File: config.mk
export PLATFORM = sky130hd
export DESIGN_NAME = flash_cmd_front
export DESIGN_NICKNAME = d
export VERILOG_FILES = /design/src/rtl/flash_cmd_front.sv
export SDC_FILE = /design/constraint.sdc
export NUM_CORES = 1
export LEC_CHECK = 0
export BUFFER_PORTS_ARGS = -buffer_cell sky130_fd_sc_hd__buf_2
export CORE_MARGIN = 2
export CORE_UTILIZATION = 43
export DETAILED_ROUTE_END_ITERATION = 8
export GPL_TIMING_DRIVEN = 1
export PLACE_DENSITY = 0.67
export SLEW_MARGIN = 30
export SYNTH_ARGS = -nofsm -noshare
export SYNTH_HDL_FRONTEND = slang
export SYNTH_SLANG_ARGS = --single-unit
File: constraint.sdc
create_clock -name clk -period 6 [get_ports clk]
set_input_delay 1.2 -clock clk [delete_from_list [all_inputs] [get_ports clk]]
set_output_delay 1.2 -clock clk [all_outputs]
set_load 0.005 [all_outputs]
File: src/rtl/flash_cmd_front.sv
module flash_cmd_front #(
  parameter int AW = 22,
  parameter int DW = 16
) (
  input  logic          clk,
  input  logic          rst_n,
  input  logic          wr_en,
  input  logic [AW-1:0] wr_addr,
  input  logic [DW-1:0] wr_data,
  input  logic          oe_n,
  input  logic          ce_n,
  input  logic          supply_ok,
  input  logic          tgt_protected,
  input  logic          eng_busy,
  output logic [1:0]    rd_sel,
  output logic [7:0]    sr_q,
  output logic          op_valid,
  output logic [2:0]    op_kind,
  output logic [AW-1:0] op_addr,
  output logic [DW-1:0] op_data,
  output logic          eng_suspend,
  output logic          ry_by
);
  localparam logic [1:0] SEL_ARRAY = 2'd0, SEL_IDENT = 2'd1, SEL_STAT = 2'd2;
  localparam logic [7:0] C_ARRAY = 8'hFF, C_IDENT = 8'h90, C_STAT = 8'h70, C_CLR = 8'h50,
                         C_SUSP = 8'hB0, C_CONF = 8'hD0, C_BLK = 8'h20, C_CHIP = 8'h30,
                         C_WR1 = 8'h40, C_WR2 = 8'h10, C_LOCK = 8'h60, C_OTP = 8'hC0,
                         C_LSET = 8'h01, C_LPERM = 8'hF1;

  typedef enum logic [2:0] {PN_NONE, PN_BLK, PN_CHIP, PN_WORD, PN_OTP, PN_LOCK} pend_t;

  pend_t      pend;
  logic [7:0] cmd;
  logic       e5, e4, e3, e1;
  logic       susp, susp_erase, cur_erase, rd_act_d;
  logic [3:0] err_new;
  logic [2:0] nk;

  wire run    = eng_busy & ~susp;
  wire rd_act = ~oe_n & ~ce_n;
  wire [7:0] sr_live = {~run, susp & susp_erase, e5, e4, e3, susp & ~susp_erase, e1, 1'b0};

  assign cmd         = wr_data[7:0];
  assign eng_suspend = susp;
  assign ry_by       = ~run;

  always_comb begin
    err_new = 4'b0000;
    nk      = 3'd0;
    case (pend)
      PN_BLK, PN_CHIP: begin
        if (cmd != C_CONF)   err_new = 4'b1100;
        else if (!supply_ok) err_new = 4'b1010;
        else if (tgt_protected) err_new = 4'b1001;
        else nk = (pend == PN_BLK) ? 3'd1 : 3'd2;
      end
      PN_WORD, PN_OTP: begin
        if (!supply_ok)         err_new = 4'b0110;
        else if (tgt_protected) err_new = 4'b0101;
        else nk = (pend == PN_WORD) ? 3'd3 : 3'd4;
      end
      PN_LOCK: begin
        if (cmd != C_LSET && cmd != C_CONF && cmd != C_LPERM) err_new = 4'b1100;
        else if (!supply_ok)    err_new = (cmd == C_CONF) ? 4'b1010 : 4'b0110;
        else if (tgt_protected) err_new = (cmd == C_CONF) ? 4'b1001 : 4'b0101;
        else nk = (cmd == C_CONF) ? 3'd6 : (cmd == C_LSET) ? 3'd5 : 3'd7;
      end
      default: ;
    endcase
  end

  always_ff @(posedge clk) begin
    if (!rst_n) begin
      pend       <= PN_NONE;
      rd_sel     <= SEL_ARRAY;
      sr_q       <= 8'h80;
      {e5, e4, e3, e1} <= 4'b0000;
      susp       <= 1'b0;
      susp_erase <= 1'b0;
      cur_erase  <= 1'b0;
      rd_act_d   <= 1'b1;
      op_valid   <= 1'b0;
      op_kind    <= 3'd0;
      op_addr    <= '0;
      op_data    <= '0;
    end else begin
      op_valid <= 1'b0;
      rd_act_d <= rd_act;
      if (rd_act && !rd_act_d) sr_q <= sr_live;
      if (!eng_busy) susp <= 1'b0;
      if (wr_en) begin
        if (pend != PN_NONE) begin
          pend   <= PN_NONE;
          rd_sel <= SEL_STAT;
          {e5, e4, e3, e1} <= {e5, e4, e3, e1} | err_new;
          if (nk != 3'd0) begin
            op_valid  <= 1'b1;
            op_kind   <= nk;
            op_addr   <= wr_addr;
            op_data   <= wr_data;
            cur_erase <= (nk == 3'd1) || (nk == 3'd2);
          end
        end else begin
          case (cmd)
            C_ARRAY: if (!run) rd_sel <= SEL_ARRAY;
            C_IDENT: rd_sel <= SEL_IDENT;
            C_STAT:  rd_sel <= SEL_STAT;
            C_CLR:   if (!susp) {e5, e4, e3, e1} <= 4'b0000;
            C_SUSP:  if (run) begin
              susp       <= 1'b1;
              susp_erase <= cur_erase;
              rd_sel     <= SEL_STAT;
            end
            C_CONF:  if (susp) begin
              susp   <= 1'b0;
              rd_sel <= SEL_STAT;
            end
            C_BLK:   if (!eng_busy) begin pend <= PN_BLK;  rd_sel <= SEL_STAT; end
            C_CHIP:  if (!eng_busy) begin pend <= PN_CHIP; rd_sel <= SEL_STAT; end
            C_WR1, C_WR2: if (!eng_busy) begin pend <= PN_WORD; rd_sel <= SEL_STAT; end
            C_LOCK:  if (!eng_busy) begin pend <= PN_LOCK; rd_sel <= SEL_STAT; end
            C_OTP:   if (!eng_busy) begin pend <= PN_OTP;  rd_sel <= SEL_STAT; end
            default: ;
          endcase
        end
      end
    end
  end
endmodule


==> results of run 1 <==
[layout make-up]
type | instances | area share
multi-input combinational | 268 | 0.4368
sequential | 62 | 0.3390
timing repair buffer | 100 | 0.1381
clock buffer | 11 | 0.03862
tap | 96 | 0.03281
clock inverter | 5 | 0.009569
inverter | 5 | 0.005126
[power groups by stage]
stage          logic, mW  registers [mW]  clock network, mW
2_1_floorplan     0.0344           0.422                  0
6_report          0.0578           0.413              0.320
3_5_place_dp      0.0579           0.422                  0
3_3_place_gp      0.0578           0.422                  0
5_1_grt           0.0652           0.413              0.348
4_1_cts           0.0581           0.413              0.331
[cells by family after synthesis]
logic type / share of synthesized area
buffers and inverters: 0.05770
other: 0.001244
XOR/XNOR: 0.005813
flip-flops: 0.4118
AND/OR/NAND/NOR: 0.2482
AO/OA/AOI/OAI: 0.1457
multiplexers: 0.1295
[worst min path at each step]
stage,startpoint,end,depth (start not counted)
3_5_place_dp,op_addr[16],op_addr[16],2
4_1_cts,op_addr[16],op_addr[16],2
6_report,op_addr[16],op_addr[16],2
5_1_grt,op_addr[3],op_addr[3],2
3_3_place_gp,op_addr[18],op_addr[18],2
2_1_floorplan,e5,e5,2
[synthesized netlist by cell type, types with 2 or more instances]
master	number	area, sq um
nand2_1	100	375.4
dfxtp_1	62	1241
mux2i_1	39	390.4
clkbuf_1	18	67.56
nor2_1	13	48.80
o21ai_0	13	65.06
a21oi_1	11	55.05
a21boi_0	8	60.06
nand2b_1	8	50.05
nor2b_1	8	50.05
nand3_1	6	30.03
nand4_1	6	37.54
o22ai_1	6	37.54
a31oi_1	5	31.28
inv_1	5	18.77
nor3_1	5	25.02
and2_1	3	18.77
buf_4	3	22.52
o211ai_1	3	22.52
a22oi_1	2	15.01
buf_12	2	40.04
buf_2	2	10.01
nand3b_1	2	15.01
nor4_1	2	12.51
nor4b_1	2	17.52
o21a_1	2	15.01
or3_1	2	12.51
[layer usage]
metal  vias to the layer above  wire length (um)  GRT usage
li1                       1415                 -          -
met1                      1256              3179     0.2440
met2                       100              3275     0.2844
met5                         -                 0          0
met4                         0               123    0.07413
met3                        13               552    0.04053
[through the flow]
stage / power [mW] / hold slack [ns] / std cells / instance area [sq um]
detailed placement: 0.4802 / 0.4458 / 531 / 3485
floorplan: 0.4566 / 0.4366 / 361 / 3014
global route: 0.8261 / 0.4697 / 547 / 3661
global placement: 0.4801 / 0.4400 / 531 / 3485
CTS: 0.8022 / 0.4562 / 547 / 3661
finish: 0.7906 / 0.4554 / 547 / 3661
[worst max-delay path, delay by kind of cell]
| kind | cells | cell delay (ns) |
|---|---|---|
| multiplexers | 1 | 0.23 |
| AO/OA/AOI/OAI | 2 | 0.95 |
| buffers and inverters | 2 | 0.59 |
| AND/OR/NAND/NOR | 3 | 1.10 |
[flip-flops by register name (all words and copies together) (netlist names), 2 cells and up]
name,cells
sr_q,7
op_kind,3
pend,3
op_data,16
rd_sel,2
op_addr,22
==> results.py, run 1 <==
metrics = {
    "yosys": {
        "synth_area_sq_um": 3014,
        "postSynth.asyncResetShare": 0,
        "syn_inst": 361,
        "synth_cell_types": 50,
        "synth-edff-count": 0,
        "ys.warnings.count": 0,
        "ys.flop_type": "dfxtp_1",
        "syn_nets": 407,
        "synth-seq-area-share": 0.4118,
        "syn_area_per_cell_sq_um": 8.349,
        "ys_seq_elements": 62,
    },
    "critical_path": {
        "cp-startpoint": "wr_data[0]",
        "crit_end": "op_data[10]",
        "reg2reg_setup_slack_ns": 3.35,
        "cp.arrival_ns": 4.10,
        "timing.rr.end": "op_data[10]",
        "path_class": "primary input to flip-flop",
        "critPathRequiredTime_ns": 6.26,
        "slowest_delay_ns": 0.73,
        "cpMaxStageDelayCell": "or4_1",
        "rr_worst_depth": 6,
        "critPathMaxFanout": 22,
        "worstSetupStartpointType": "primary input",
        "cp_cell_sequence": "buf_2 -> or4_1 -> nor3_4 -> nor2_1 -> o32a_4 -> a21oi_4 -> buf_4 -> mux2i_1",
        "r2r_start": "pend[0]",
        "endpoint_kind": "flip-flop",
    },
    "timing": {
        "tightest_slew_ns": 0.8002,
        "slew_headroom": 0.4595,
        "period_share": 0.6403,
        "hold_viol": 0,
        "rsz0062_at_grt": "false",
        "setup_viol": 0,
        "fmax_mhz": 260.3,
        "final.setup.tns_ns": 0,
        "setup_ws_ns": 2.158,
        "fin_crit_ns": 3.842,
        "skew_ns": 0.007095,
        "drv_slew": 0,
    },
    "global_route": {
        "grt_pass1_vias": 2438,
        "track_usage": 0.1820,
        "overflow": 0,
        "grt_max_degree": 70,
        "grt_antenna_before_repair": 0,
        "grt_pass1_wl_um": 11010,
    },
    "route": {
        "drcViolationCount": 0,
        "drt_iter0_markers": 149,
        "wl_per_cell_um": 13.03,
        "routed_wl_um": 7130,
        "vias_per_cell": 5.090,
        "vias": 2784,
        "dr.pass1.iters": 4,
        "detail-route-antenna-nets": 0,
    },
    "die": {
        "num_rows": 30,
        "floorplan.initialDensity": 0.4436,
        "die_area_sq_um": 7696,
        "core_sq_um": 6794,
        "pin_count": 100,
        "die_h_um": 87.73,
        "die_w_um": 87.73,
    },
    "cells_and_area": {
        "syn_to_final_growth_pct": 21.46,
        "fillCellCount": 671,
        "final_cell_mix": "nand2_1 (100), buf_2 (98), dfxtp_1 (62)",
        "multi_input_area_sq_um": 1599,
        "insertedDiodeCount": 0,
        "nets": 492,
        "finalCoreUtilization": 0.5389,
        "layout_commonest_cell": "nand2_1",
        "regArea_sq_um": 1241,
        "final_layout_size_suffix_gt1_frac": 0.2661,
    },
    "cts": {
        "htreeDepth": 3,
        "cts_resized": 0,
        "clkSlewWorstSetupHoldPaths_ns": 0.07,
        "post_cts_buffers": 0,
        "clk_path_buf_depth": 2,
        "cts_sinks": 62,
        "clk_latency_ns": 0.33,
        "cts_made_buffers": 9,
        "cts_root_buf": "clkbuf_8",
        "tritoncts": "built",
        "ctsHoldBuffers": 0,
    },
    "power": {
        "power.internal_mw": 0.5953,
        "pwr-share-seq": 0.522,
        "p_sw_frac": 0.2470,
        "power.switching_mw": 0.1953,
        "p_per_area_nw_per_um2": 215.9,
        "ir_drop_mv": 0.1124,
        "combPwrFrac": 0.073,
        "pwr-share-clk": 0.405,
        "p_leak_nw": 1.521,
    },
    "hold_path": {
        "hold_path.class": "flip-flop to flip-flop",
    },
    "job": {
        "drv_cap": 0,
    },
    "place": {
        "port_buffers": 98,
        "hpwlAfterDp_um": 5278,
        "globalplace.congestion": 0.9069,
        "pre_cts_ws_ns": 1.834,
    },
    "outcome": {
        "status": "finished, final reports clean",
    },
}
Power figures use the tool's default switching activity.
==> run 2: changes to the inputs <==
--- a/config.mk
+++ b/config.mk
@@ -10,7 +10,7 @@
 export CORE_UTILIZATION = 43
 export DETAILED_ROUTE_END_ITERATION = 8
 export GPL_TIMING_DRIVEN = 1
-export PLACE_DENSITY = 0.67
+export PLACE_DENSITY = 0.69
 export SLEW_MARGIN = 30
 export SYNTH_ARGS = -nofsm -noshare
 export SYNTH_HDL_FRONTEND = slang
==> constraint.sdc (replaced) <==
create_clock -name clk -period 3.3 [get_ports clk]
set_input_delay 0.66 -clock clk [delete_from_list [all_inputs] [get_ports clk]]
set_output_delay 0.66 -clock clk [all_outputs]
set_load 0.005 [all_outputs]
==> results.py, run 2 (synthesis gave the netlist of run 1 again) <==
metrics = {
    "place": {
        "globalplace.congestion": 0.9294,
        "pre_cts_ws_ns": 0.2758,
        "hpwlAfterDp_um": 5298,
        "place_area_sq_um": 3532,
        "port_buffers": 98,
    },
    "global_route": {
        "grt_antenna_before_repair": 0,
        "track_usage": 0.1942,
        "grt_max_degree": 101,
        "grt_pass1_vias": 2554,
        "overflow": 0,
        "grt_pass1_wl_um": 11860,
    },
    "cts": {
        "clkSlewWorstSetupHoldPaths_ns": 0.08,
        "post_cts_buffers": 0,
        "htreeDepth": 3,
        "cts_sinks": 62,
        "clk_path_buf_depth": 2,
        "cts_root_buf": "clkbuf_8",
        "clk_latency_ns": 0.33,
        "tritoncts": "built",
        "ctsHoldBuffers": 0,
        "cts_made_buffers": 9,
        "cts_resized": 0,
    },
    "power": {
        "p_leak_nw": 1.563,
        "p_per_area_nw_per_um2": 429.9,
        "ir_drop_mv": 0.2315,
    },
    "critical_path": {
        "cp.arrival_ns": 2.94,
        "cp_cell_sequence": "buf_2 -> or4_1 -> nor3_4 -> nor2_1 -> o32a_4 -> a21oi_4 -> buf_12 -> mux2i_1",
        "path_class": "primary input to flip-flop",
        "critPathRequiredTime_ns": 3.57,
        "slowest_delay_ns": 0.72,
        "worstSetupStartpointType": "primary input",
        "cpMaxStageDelayCell": "or4_1",
        "endpoint_kind": "flip-flop",
        "critPathMaxFanout": 38,
    },
    "timing": {
        "final.setup.tns_ns": 0,
        "setup_ws_ns": 0.6248,
        "skew_ns": 0.008105,
        "drv_slew": 0,
        "setup_viol": 0,
        "period_share": 0.8107,
        "fmax_mhz": 373.8,
        "hold_viol": 0,
        "slew_headroom": 0.5652,
        "tightest_slew_ns": 0.6473,
        "fin_crit_ns": 2.675,
        "rsz0062_at_grt": "false",
        "whs_ns": 0.4561,
    },
    "cells_and_area": {
        "insertedDiodeCount": 0,
        "final_cell_mix": "nand2_1 (100), buf_2 (98), dfxtp_1 (62)",
        "final_area_sq_um": 3762,
        "layout_commonest_cell": "nand2_1",
        "nets": 495,
        "largest_register": "op_addr",
        "syn_to_final_growth_pct": 24.82,
        "final_layout_size_suffix_gt1_frac": 0.2731,
        "finalCoreUtilization": 0.5538,
        "largest_reg_flops": 22,
        "reg_top3": "op_addr (22), op_data (16), sr_q (7)",
    },
    "die": {
        "num_rows": 30,
        "core_sq_um": 6794,
        "die_h_um": 87.73,
        "pin_count": 100,
        "die_w_um": 87.73,
        "floorplan.initialDensity": 0.4436,
        "die_area_sq_um": 7696,
    },
    "route": {
        "detail-route-antenna-nets": 0,
        "vias_per_cell": 5.165,
        "dr.pass1.iters": 4,
        "wl_per_cell_um": 13.35,
        "drt-met1-wl_um": 3260,
        "drt_iter0_markers": 113,
        "met3_length_um": 488,
        "vias": 2841,
        "met2_length_um": 3507,
        "drcViolationCount": 0,
        "routed_wl_um": 7345,
        "top_layer": "met4",
    },
    "outcome": {
        "status": "finished, final reports clean",
    },
    "hold_path": {
        "hold_path.class": "flip-flop to flip-flop",
    },
    "job": {
        "drv_cap": 0,
    },
}
==> run 2: critical path: cells and delay by family <==
| kind | cells | cell delay, ns |
|---|---|---|
| compound gates | 2 | 0.55 |
| buf+inv | 2 | 0.40 |
| mux | 1 | 0.23 |
| simple gates | 3 | 1.09 |
==> run 2: per-stage QoR <==
stage	cells	power [mW]
after detailed placement	534	0.8761
final	550	1.618
after floorplan	361	0.8302
after CTS	550	1.637
after global placement	534	0.8749
after global routing	550	1.679
==> run 2: per-layer routing <==
metal	global-route usage	up-vias
li1	-	1422
met1	0.2561	1313
met2	0.3120	97
met3	0.04618	9
met4	0.06713	0
met5	0	-
==> run 2: final timing paths <==
kind / from / depth (start not counted) / slack [ns] / end
setup / recovery: wr_data[0] / 8 / 0.62 / op_data[8]
hold / removal: op_addr[17] / 2 / 0.46 / op_addr[17]
setup reg to reg: pend[0] / 6 / 1.27 / op_data[8]
hold reg to reg: op_addr[17] / 2 / 0.46 / op_addr[17]
==> run 2: power breakdown <==
group / switching, mW / leakage, nW / total (mW) / internal (mW)
clock: 0.309 / 0.109 / 0.759 / 0.450
sequential: 0.00115 / 0.500 / 0.751 / 0.749
combinational: 0.0657 / 0.954 / 0.108 / 0.0427
total: 0.376 / 1.56 / 1.62 / 1.24
==> run 2: final cells by class <==
cell class / count / area [sq um]
clock buffer: 10 / 137.6
clock inverter: 6 / 92.59
fill: 656 / 3032
inverter: 5 / 18.77
multi-input combinational: 268 / 1599
sequential: 62 / 1241
tap: 96 / 120.1
timing repair buffer: 103 / 553.0
